`src/rtl/ctrlPkg.sv`:
```
package ctrlPkg;
  localparam int OP_W  = 4;
  localparam int SRC_N = 6;
  localparam int DST_N = 6;
  localparam int NSTEP = 7;   // longest sequence (add) uses seven steps

  // bus source positions
  localparam int SRC_PC  = 0;
  localparam int SRC_MDR = 1;
  localparam int SRC_Z   = 2;
  localparam int SRC_R1  = 3;
  localparam int SRC_R3  = 4;
  localparam int SRC_OFF = 5;

  // load-enable positions
  localparam int DST_PC  = 0;
  localparam int DST_IR  = 1;
  localparam int DST_MAR = 2;
  localparam int DST_Y   = 3;
  localparam int DST_Z   = 4;
  localparam int DST_R1  = 5;

  localparam logic [OP_W-1:0] OP_ADD = 4'h1;
  localparam logic [OP_W-1:0] OP_BR  = 4'h2;
  localparam logic [1:0]      ALU_ADD = 2'd0;

  typedef struct packed {
    logic [SRC_N-1:0] busOut;
    logic [DST_N-1:0] regIn;
    logic             memRead;
    logic             memWrite;
    logic [1:0]       aluSel;
    logic             carryIn;
    logic             clearY;
    logic             endStep;
    logic             waitMfc;
  } ctrlWord_t;
endpackage

```
`src/rtl/stepCounter.sv`:
```
module stepCounter #(
  parameter int STEP_W = 3,
  parameter int NSTEP  = 7
) (
  input  logic             clk,
  input  logic             rst,
  input  logic             run,
  input  logic             mfc,
  input  logic             waitMfc,
  input  logic             endStep,
  output logic [NSTEP-1:0] tStep
);
  logic [STEP_W-1:0] cnt;

  always_ff @(posedge clk or posedge rst) begin
    if (rst)                    cnt <= '0;
    else if (!run)              cnt <= cnt;
    else if (endStep)           cnt <= '0;
    else if (waitMfc && !mfc)   cnt <= cnt;
    else                        cnt <= cnt + 1'b1;
  end

  // step decoder: one timing line per step
  for (genvar i = 0; i < NSTEP; i++) begin : g_dec
    assign tStep[i] = (cnt == STEP_W'(i));
  end


  step_onehot_chk: assert property (@(posedge clk) disable iff (rst) $onehot(tStep));

  stall_hold_chk: assert property (@(posedge clk) disable iff (rst)
    (run && waitMfc && !mfc) |=> (cnt == $past(cnt)));

  run_hold_chk: assert property (@(posedge clk) disable iff (rst)
    !run |=> $stable(cnt));

  end_restart_chk: assert property (@(posedge clk) disable iff (rst)
    (run && endStep) |=> (cnt == '0));
endmodule

```
`src/rtl/instrDecoder.sv`:
```
module instrDecoder
  import ctrlPkg::*;
(
  input  logic [OP_W-1:0] opcode,
  output logic            isAdd,
  output logic            isBr,
  output logic            isOther
);
  always_comb begin
    isAdd   = (opcode == OP_ADD);
    isBr    = (opcode == OP_BR);
    isOther = !isAdd && !isBr;
  end
endmodule

```
`src/rtl/controlEncoder.sv`:
```
module controlEncoder
  import ctrlPkg::*;
(
  input  logic             clk,
  input  logic             rst,
  input  logic [NSTEP-1:0] tStep,
  input  logic             isAdd,
  input  logic             isBr,
  input  logic             isOther,
  output ctrlWord_t        cw
);
  logic t1, t2, t3, t4, t5, t6, t7;
  assign {t7, t6, t5, t4, t3, t2, t1} = tStep;

  always_comb begin
    cw = '0;
    cw.busOut[SRC_PC]  = t1 | (t4 & isBr);
    cw.busOut[SRC_MDR] = t3 | (t6 & isAdd);
    cw.busOut[SRC_Z]   = t2 | (t7 & isAdd) | (t6 & isBr);
    cw.busOut[SRC_R1]  = t5 & isAdd;
    cw.busOut[SRC_R3]  = t4 & isAdd;
    cw.busOut[SRC_OFF] = t5 & isBr;

    cw.regIn[DST_PC]   = t2 | (t6 & isBr);
    cw.regIn[DST_IR]   = t3;
    cw.regIn[DST_MAR]  = t1 | (t4 & isAdd);
    cw.regIn[DST_Y]    = (t5 & isAdd) | (t4 & isBr);
    cw.regIn[DST_Z]    = t1 | (t6 & isAdd) | (t5 & isBr);
    cw.regIn[DST_R1]   = t7 & isAdd;

    cw.memRead  = t1 | (t4 & isAdd);
    cw.memWrite = 1'b0;
    cw.aluSel   = ALU_ADD;
    cw.carryIn  = t1;
    cw.clearY   = t1;
    cw.endStep  = (t7 & isAdd) | (t6 & isBr) | (t4 & isOther);
    cw.waitMfc  = t2 | (t5 & isAdd);
  end


  single_source_chk: assert property (@(posedge clk) disable iff (rst) $onehot0(cw.busOut));

  ir_load_chk: assert property (@(posedge clk) disable iff (rst)
    cw.regIn[DST_IR] |-> (cw.busOut[SRC_MDR] && !cw.endStep));

  carry_fetch_chk: assert property (@(posedge clk) disable iff (rst)
    cw.carryIn |-> (cw.busOut[SRC_PC] && cw.regIn[DST_Z] && cw.memRead));
endmodule

```
`src/rtl/hwControl.sv`:
```
module hwControl
  import ctrlPkg::*;
#(
  parameter int STEP_W = 3
) (
  input  logic             clk,
  input  logic             rst,
  input  logic             run,
  input  logic [OP_W-1:0]  opcode,
  input  logic             mfc,
  output logic [SRC_N-1:0] busOut,
  output logic [DST_N-1:0] regIn,
  output logic             memRead,
  output logic             memWrite,
  output logic [1:0]       aluSel,
  output logic             carryIn,
  output logic             clearY,
  output logic             endStep
);
  logic [NSTEP-1:0] tStep;
  logic isAdd, isBr, isOther;
  ctrlWord_t cw;

  stepCounter #(.STEP_W(STEP_W), .NSTEP(NSTEP)) u_steps (
    .clk(clk), .rst(rst), .run(run), .mfc(mfc),
    .waitMfc(cw.waitMfc), .endStep(cw.endStep), .tStep(tStep)
  );

  instrDecoder u_idec (
    .opcode(opcode), .isAdd(isAdd), .isBr(isBr), .isOther(isOther)
  );

  controlEncoder u_enc (
    .clk(clk), .rst(rst), .tStep(tStep),
    .isAdd(isAdd), .isBr(isBr), .isOther(isOther), .cw(cw)
  );

  assign busOut   = cw.busOut;
  assign regIn    = cw.regIn;
  assign memRead  = cw.memRead;
  assign memWrite = cw.memWrite;
  assign aluSel   = cw.aluSel;
  assign carryIn  = cw.carryIn;
  assign clearY   = cw.clearY;
  assign endStep  = cw.endStep;
endmodule

```
`config.mk`:
```
export PLATFORM = sky130hd
export DESIGN_NAME = hwControl
export DESIGN_NICKNAME = d
export VERILOG_FILES = /design/src/rtl/ctrlPkg.sv /design/src/rtl/stepCounter.sv /design/src/rtl/instrDecoder.sv /design/src/rtl/controlEncoder.sv /design/src/rtl/hwControl.sv
export SDC_FILE = /design/constraint.sdc
export NUM_CORES = 1
export LEC_CHECK = 0
export ABC_AREA = 1
export CORE_AREA = 4 4 41 43
export CTS_CLUSTER_SIZE = 28
export DETAILED_ROUTE_END_ITERATION = 8
export DIE_AREA = 0 0 45 47
export GPL_TIMING_DRIVEN = 1
export PLACE_DENSITY = 0.77
export SYNTH_ARGS = -nofsm -noshare
export SYNTH_HDL_FRONTEND = slang
export SYNTH_HIERARCHICAL = 1
export SYNTH_SLANG_ARGS = --single-unit
```
`constraint.sdc`:
```
create_clock -name clk -period 2.9 [get_ports clk]
set_input_delay 0.58 -clock clk [delete_from_list [all_inputs] [get_ports clk]]
set_output_delay 0.58 -clock clk [all_outputs]
set_load 0.02 [all_outputs]
```
; Word level (Yosys, flattened, before mapping)
; Cells that the tools add are included.
[op_classes]
addsub = 1
eq_ne = 9
n_mux = 2
n_bitwise = 20
n_reduce_logical = 7
[ops]
columns = op, n
row1 = OR 1 bit, 12
row2 = == test 3 bit (second input constant), 3
row3 = bitwise AND 1 bit, 8
row4 = == test 3 x 2 -> 1 bit (second input constant), 2
row5 = 2-to-1 mux 3 bit, 2
row6 = == test 4 x 1 -> 1 bit (second input constant), 1
row7 = == test 4 x 2 -> 1 bit (second input constant), 1
row8 = adder 3 x 1 -> 3 bit (second input constant), 1
row9 = == test 3 x 1 -> 1 bit (second input constant), 1
row10 = zero test 1 bit, 3
row11 = zero test 3 bit, 1
row12 = logical AND 1 bit, 2
row13 = != test 2 bit (second input constant), 1
row14 = AND reduction 2 bit, 1
[totals]
reg_bits = 3
elab_cells = 40

; Longest topological paths before layout
; Gate-level depths: netlist of run 1.
[depth]
ltp_word = 7
depth_mapped = 11
ltp_nobuf = 11

; Modules after synthesis
; Netlist of run 1, hierarchy kept.
[modules_own_cells]
columns = module, n_inst, cells_each, area_each_um2
row1 = stepCounter, 1, 41, 274.0
row2 = controlEncoder, 1, 32, 150.1
row3 = instrDecoder, 1, 10, 45.0

; Worst setup path after synthesis of run 1
; OpenSTA, ideal clock, no wires.
[synth_timing]
kind = input to output
start = input opcode[2]
end = output regIn[2]
arrival_time_ps = 1267
required_time_ps = 2320
path_slack_ps = 1053
stages = 6
n_path_buf = 1
cell_sequence = inv_1 -> nand2_2 -> nor2_2 -> nand2_1 -> nand2_1 -> buf_4
[synth_between]
elab_chain_len = 3
[synth_rtl]
columns = element, line_no
row1 = "start, declared", hwControl.sv:9  ; input logic [OP_W-1:0] opcode,
row2 = == test 4 x 1 -> 1 bit, instrDecoder.sv:10  ; isAdd = (opcode == OP_ADD);
row3 = net isAdd, hwControl.sv:21  ; logic isAdd, isBr, isOther;
row4 = bitwise AND 1 bit, n/a
row5 = OR 1 bit, n/a
row6 = "end, declared", hwControl.sv:12  ; output logic [DST_N-1:0] regIn,
; The timed path passes the listed nets, and every way through them passes these cells.

; Worst setup path after layout of run 1
[layout_timing]
start = input opcode[0]
end = output regIn[3]
[layout_between]
elab_chain_len = 3
word_cells_on_any_way = 5
[layout_rtl]
columns = element, line_no
row1 = == test 4 x 1 -> 1 bit, instrDecoder.sv:10
row2 = net isAdd, hwControl.sv:21
row3 = bitwise AND 1 bit, controlEncoder.sv:27  ; cw.regIn[DST_Y] = (t5 & isAdd) | (t4 & isBr);
row4 = OR 1 bit, controlEncoder.sv:27
; The timed path passes the listed nets, and every way through them passes these cells.

==> results of run 1 <==
[through the flow]
| step | utilization | setup WS (ns) | std cells | hold slack [ns] |
|---|---|---|---|---|
| after floorplan | - | 1.05 | 85 | 0.334 |
| after global placement | 0.512 | 0.150 | 115 | 0.523 |
| after global routing | 0.534 | 0.0579 | 119 | 0.515 |
| after CTS | 0.532 | 0.118 | 119 | 0.506 |
| final | 0.534 | 0.195 | 119 | 0.506 |
| after detailed placement | 0.512 | 0.127 | 115 | 0.540 |
[cell usage after synthesis]
library cell and count:
sky130_fd_sc_hd__nand2_2 2, sky130_fd_sc_hd__nor2_1 6, sky130_fd_sc_hd__nand3_1 4, sky130_fd_sc_hd__nand4_1 2, sky130_fd_sc_hd__dfrtp_1 3, sky130_fd_sc_hd__nor2_2 2, sky130_fd_sc_hd__buf_4 8, sky130_fd_sc_hd__conb_1 1
sky130_fd_sc_hd__inv_1 23, sky130_fd_sc_hd__nand2_1 27, sky130_fd_sc_hd__ha_1 5
[per-layer routing]
| metal | vias up | GRT usage | wire (µm) |
|---|---|---|---|
| met2 | 30 | 0.203 | 508 |
| met4 | 0 | 0.0877 | 38 |
| met1 | 203 | 0.114 | 399 |
| met3 | 8 | 0.0230 | 108 |
| met5 | - | 0 | 0 |
| li1 | 268 | - | - |
[cell type report]
cell class / instances / area [µm²] / share of cell area
clock buffer: 4 / 26.3 / 0.0378
inverter: 23 / 86.3 / 0.124
multi-input combinational: 51 / 255 / 0.368
sequential: 3 / 75.1 / 0.108
tap: 15 / 18.8 / 0.0270
timing repair buffer: 23 / 233 / 0.335
[worst paths after layout]
path | endpoint | slack, ns | cells past startpoint
setup / recovery | regIn[3] | 0.20 | 6
hold / removal | u_steps/cnt[0] | 0.51 | 2
setup reg to reg | u_steps/cnt[1] | 1.30 | 11
hold reg to reg | u_steps/cnt[1] | 0.54 | 2
max in group asynchronous | u_steps/cnt[1] | 2.26 | 2
min in group clk | u_steps/cnt[1] | 0.54 | 2
[where the power goes]
group | switching [mW] | total [mW] | internal (mW)
combinational | 0.265 | 0.482 | 0.216
clock | 0.0247 | 0.0765 | 0.0518
sequential | 0.0257 | 0.0871 | 0.0614
[cells by family after synthesis]
| kind of cell | after synthesis | share of synthesized area |
|---|---|---|
| DFF | 3 | 0.160 |
| and+or+nand+nor | 43 | 0.387 |
| buffers and inverters | 31 | 0.312 |
| adders and majority gates | 5 | 0.133 |
| other | 1 | 0.00799 |
==> reports/metrics.csv, run 1 <==
metric,value,unit
outcome,finished clean,
die_area,0.00212,mm²
grt_pass1_wl,1680,µm
layout_cell_area_excl_fill,694,µm²
count_of_warnings_emitted_by_yosys,6,
floorplan.die.width,45,µm
hold_violations,0,
cell_at_the_root_of_the_clock_tree,sky130_fd_sc_hd__clkbuf_4,
path_class,primary input to output port,
number_of_global_route_vias_before_repair,408,
fraction_of_final_layout_cells_with_drive_strength_greater_than_1,0.0673,
crit_arrival,2.12,ns
grt_overflow_total,0,
num_vias,509,
max-clock-path-buffers,2,
critical_path.reg2reg.startpoint,u_steps/cnt[0],
critPathSlowestCell,sky130_fd_sc_hd__clkdlybuf4s50_1,
finalNetCount,118,
crit_family,buffers and inverters,
dieHeight,47,µm
power_density,929,mW/mm²
cp_common_cell,sky130_fd_sc_hd__nand2_1,
crit_path_max_fanout,5,
drt-wirelength-per-cell,8.87,µm
number_of_distinct_library_cell_variants_in_the_gate_level_netlist_after_synthesis,11,
fillers,141,
post_drt_via_cell_ratio,4.28,
p_leak,0.447,nW
htree_num_levels,1,
post_layout_minimum_cycle_time,2.70,ns
regMostFlops,u_steps/cnt,
cts.reportedPaths.clkPinSlew,0.04,ns
timing.critical_path.cells,clkdlybuf4s50_1 > nand2_1 > nor2_2 > nand2_1 > nand2_1 > clkdlybuf4s50_1,
syn_to_final_growth,48.0,%
min_path_type,primary input to async pin,
core_area,0.00130,mm²
post_synthesis_area_per_instance,5.65,µm²
grt_start_max_net_pins,9,
number_of_cells_upsized_or_downsized_after_cts,0,
synth_area_leader_cell,sky130_fd_sc_hd__nand2_1,
start_util,0.361,
startpoint_type,primary input,
place.port_buffers,23,
cts_setup_buffers,0,
largest_registers,u_steps/cnt x3,
tritoncts.num_buffers,3,
critical_path.startpoint,opcode[0],
n_antenna_cell,0,
io_pins,27,
irDropWorstVdd,0.000329,V
synth_top_cells_by_area,"sky130_fd_sc_hd__nand2_1 22%, sky130_fd_sc_hd__inv_1 18%, sky130_fd_sc_hd__dfrtp_1 16%",
detail_route.first_pass.iterations,4,
fin_tns_setup,0,ns
fraction_of_the_yosys_area_taken_by_sequential_cells,0.160,
layout_worst_path_cycle_share,0.933,
layout_commonest_cell,sky130_fd_sc_hd__nand2_1,
detailedRoute.firstIterationViolations,12,
tritoncts,yes,
core.rowCount,13,
final-max-slew-violation-count,0,
max_freq,0.370,GHz
routabilityCongestion,0.718,
critical_path_required,2.32,ns
final.setup_skew,0.00817,ns
synth.cell_area,469,µm²
commonest_cells_after_routing_fill_and_taps_aside,"27 x sky130_fd_sc_hd__nand2_1, 23 x sky130_fd_sc_hd__inv_1, 22 x sky130_fd_sc_hd__clkdlybuf4s50_1",
number_of_antenna_violations_at_the_first_check_in_global_routing,0,
hold_buffers_post_cts,0,
largest_register_ffs,3,
setup.worst_path.end_class,output port,
synth_top_area_share,0.216,
rsz0062_at_grt,no,
ys_ff_latch,3,
setup_violating_endpoint_count_in_the_final_report,0,
worstSkewPairLatency,0.24,ns
synth_cells,83,
design_power_total,0.645,mW
routed_wl,1060,µm
grt_util_all_layers,0.113,
drt_drc_violations_left,0,
max_cap_violations,0,
dpl-instance-area,666,µm²
cp.buffers_inverters,2,
clock_sink_count,3,
antenna_violating_nets_post_route,0,
max_stage_delay,0.60,ns
hpwlAfterDp,909,µm
No activity file was read; power rests on OpenSTA's default activity.
==> run 2, diff against run 1 <==
- ABC_AREA: 1 -> default
==> reports/metrics.csv, run 2 <==
metric,value,unit,change
hpwlAfterDp,873,µm,was 909 µm
routabilityCongestion,0.730,,was 0.718
clock_sink_count,3,,unchanged
detailedRoute.firstIterationViolations,4,,was 12
post-route-worst-setup-slack,0.0591,ns,was 0.195 ns
synth_top_area_share,0.159,,was 0.216
p_leak,0.433,nW,was 0.447 nW
tritoncts.num_buffers,3,,unchanged
synth_cells,53,,was 83
routed_wl,1030,µm,was 1060 µm
layout.cells.non_filler,92,,was 119
ys_ff_latch,3,,unchanged
number_of_distinct_library_cell_variants_in_the_gate_level_netlist_after_synthesis,24,,was 11
drt-wirelength-per-cell,11.2,µm,was 8.87 µm
grt_overflow_total,0,,unchanged
dp_cells,88,,was 115
ys.flop_type,sky130_fd_sc_hd__dfrtp_1,,unchanged
grt_util_all_layers,0.111,,was 0.113
irDropWorstVdd,0.000459,V,was 0.000329 V
regToRegSetupSlack,1.13,ns,was 1.30 ns
htree_num_levels,1,,unchanged
start_util,0.362,,was 0.361
layout_worst_path_cycle_share,0.980,,was 0.933
post_layout_minimum_cycle_time,2.84,ns,was 2.70 ns
num_vias,429,,was 509
regMostFlops,u_steps/cnt,,unchanged
number_of_antenna_violations_at_the_first_check_in_global_routing,0,,unchanged
worstSkewPairLatency,0.23,ns,was 0.24 ns
drt_drc_violations_left,0,,unchanged
final-max-slew-violation-count,0,,unchanged
finalNetCount,91,,was 118
antenna_violating_nets_post_route,0,,unchanged
dieHeight,47,µm,unchanged
setup_violating_endpoint_count_in_the_final_report,0,,unchanged
max_cap_violations,0,,unchanged
final.setup_skew,0.000470,ns,was 0.00817 ns
cell_at_the_root_of_the_clock_tree,sky130_fd_sc_hd__clkbuf_4,,unchanged
commonest_cells_after_routing_fill_and_taps_aside,"13 x sky130_fd_sc_hd__clkdlybuf4s50_1, 7 x sky130_fd_sc_hd__dlygate4sd2_1, 6 x sky130_fd_sc_hd__inv_1",,"was 27 x sky130_fd_sc_hd__nand2_1, 23 x sky130_fd_sc_hd__inv_1, 22 x sky130_fd_sc_hd__clkdlybuf4s50_1"
io_pins,27,,unchanged
max_freq,0.352,GHz,was 0.370 GHz
largest_registers,u_steps/cnt x3,,unchanged
count_of_warnings_emitted_by_yosys,6,,unchanged
cts_setup_buffers,0,,unchanged
crit_path_max_fanout,6,,was 5
fin_util,0.555,,was 0.534
layout_commonest_cell,sky130_fd_sc_hd__clkdlybuf4s50_1,,was sky130_fd_sc_hd__nand2_1
detail_route.first_pass.iterations,5,,was 4
setup.worst_path.end_class,output port,,unchanged
yosys.cell_count.top_type,sky130_fd_sc_hd__buf_4,,was sky130_fd_sc_hd__nand2_1
grt_start_max_net_pins,9,,unchanged
hold_violations,0,,unchanged
grt_pass1_wl,1620,µm,was 1680 µm
post_drt_via_cell_ratio,4.66,,was 4.28
synth_top_cells_by_area,"sky130_fd_sc_hd__dfrtp_1 16%, sky130_fd_sc_hd__ha_1 13%, sky130_fd_sc_hd__buf_4 11%",,"was sky130_fd_sc_hd__nand2_1 22%, sky130_fd_sc_hd__inv_1 18%, sky130_fd_sc_hd__dfrtp_1 16%"
outcome,finished clean,,unchanged
largest_register_ffs,3,,unchanged
layout_cell_area_excl_fill,722,µm²,was 694 µm²
number_of_global_route_vias_before_repair,397,,was 408
max-clock-path-buffers,2,,unchanged
rsz0062_at_grt,no,,unchanged
place.port_buffers,23,,unchanged
n_antenna_cell,0,,unchanged
holdWs,0.521,ns,was 0.506 ns
fraction_of_final_layout_cells_with_drive_strength_greater_than_1,0.195,,was 0.0673
core_area,0.00130,mm²,unchanged
path_class,primary input to output port,,unchanged
tritoncts,yes,,unchanged
crit_arrival,2.26,ns,was 2.12 ns
min_path_type,primary input to async pin,,unchanged
critical_path.startpoint,opcode[0],,unchanged
number_of_flops_mapped_to_enable_cells_by_yosys,0,,unchanged
hold_buffers_post_cts,0,,unchanged
reg2reg_to,u_steps/cnt[0],,was u_steps/cnt[1]
critical_path.reg2reg.startpoint,u_steps/cnt[0],,unchanged
dpl-instance-area,691,µm²,was 666 µm²
worst-r2r-cell-count,8,,was 11
ys_top_cells_by_count,"7 x sky130_fd_sc_hd__buf_4, 6 x sky130_fd_sc_hd__inv_1, 5 x sky130_fd_sc_hd__and2_1, 5 x sky130_fd_sc_hd__ha_1",,"was 27 x sky130_fd_sc_hd__nand2_1, 23 x sky130_fd_sc_hd__inv_1, 8 x sky130_fd_sc_hd__buf_4, 6 x sky130_fd_sc_hd__nor2_1, 5 x sky130_fd_sc_hd__ha_1"
post_synthesis_area_per_instance,8.90,µm²,was 5.65 µm²
floorplan.die.width,45,µm,unchanged
power_density,880,mW/mm²,was 929 mW/mm²
synth.cell_area,472,µm²,was 469 µm²
core.rowCount,13,,unchanged
place_ws,-0.0829,ns,was 0.127 ns
synth_area_leader_cell,sky130_fd_sc_hd__dfrtp_1,,was sky130_fd_sc_hd__nand2_1
startpoint_type,primary input,,unchanged
syn_to_final_growth,53.1,%,was 48.0%
critical_path_required,2.32,ns,about the same
die_area,0.00212,mm²,unchanged
async_flop_share,1.00,,unchanged
fraction_of_the_yosys_area_taken_by_sequential_cells,0.159,,was 0.160
cts.reportedPaths.clkPinSlew,0.04,ns,about the same
-- run 2: how the worst max path moves through the flow --
stage               cells past startpoint        end  slack [ns]
finish                                  5  busOut[1]        0.06
global placement                        6    endStep       -0.11
detailed placement                      6   regIn[3]       -0.08
CTS                                     5  busOut[5]        0.03
floorplan                               4   regIn[2]        0.39
global route                            5  busOut[1]       0.008
-- run 2: area by class of cell --
type | instances | area [µm²]
Fill cell | 126 | 579
Multi-Input combinational cell | 39 | 335
Timing Repair Buffer | 25 | 244
Sequential cell | 3 | 75.1
Clock buffer | 4 | 26.3
Inverter | 6 | 22.5
Tap cell | 15 | 18.8
-- run 2: stage by stage --
stage / TNS [ns] / power [mW]
floorplan: 0 / 0.434
global placement: -0.459 / 0.591
detailed placement: -0.383 / 0.597
CTS: 0 / 0.648
global route: 0 / 0.697
finish: 0 / 0.636
-- run 2: timing repair --
item | in CTS | in global routing
gates resized for setup | 7 | 4
setup endpoints to repair | 7 | 5
pin swaps | 0 | 0
-- run 2: critical path, stage by stage --
cell                              delay (ns)
sky130_fd_sc_hd__clkdlybuf4s50_1        0.53
sky130_fd_sc_hd__nor4b_1                0.25
sky130_fd_sc_hd__buf_4                  0.19
sky130_fd_sc_hd__a21o_1                 0.11
sky130_fd_sc_hd__clkdlybuf4s50_1        0.60
-- run 2: cell families (layout without fill, tap and decap cells) --
group	Yosys count	after routing	share of synthesized area
AO/OA/AOI/OAI	12	12	0.218
flip-flops	3	3	0.159
XOR/XNOR	1	1	0.0186
other	1	3	0.00795
adder cells (fa/ha/maj)	5	5	0.133
AND/OR/NAND/NOR	18	18	0.305
buffers and inverters	13	35	0.159
-- run 2: report_power, final --
part / internal, mW / total, mW / switching, mW
Clock: 0.0515 / 0.0723 / 0.0207
Combinational: 0.225 / 0.476 / 0.251
Sequential: 0.0620 / 0.0870 / 0.0251
-- run 2: layer usage --
layer / up-vias / track usage / wire, µm
li1: 219 / - / -
met1: 187 / 0.112 / 400
met2: 21 / 0.184 / 508
met3: 2 / 0.0421 / 108
met4: 0 / 0.0877 / 14
met5: - / 0 / 0
==> run 3, diff against run 2 <==
- CTS_CLUSTER_DIAMETER: default -> 80
==> results of run 3 <==
Final layout, timing and power as in run 2 (identical DEF).
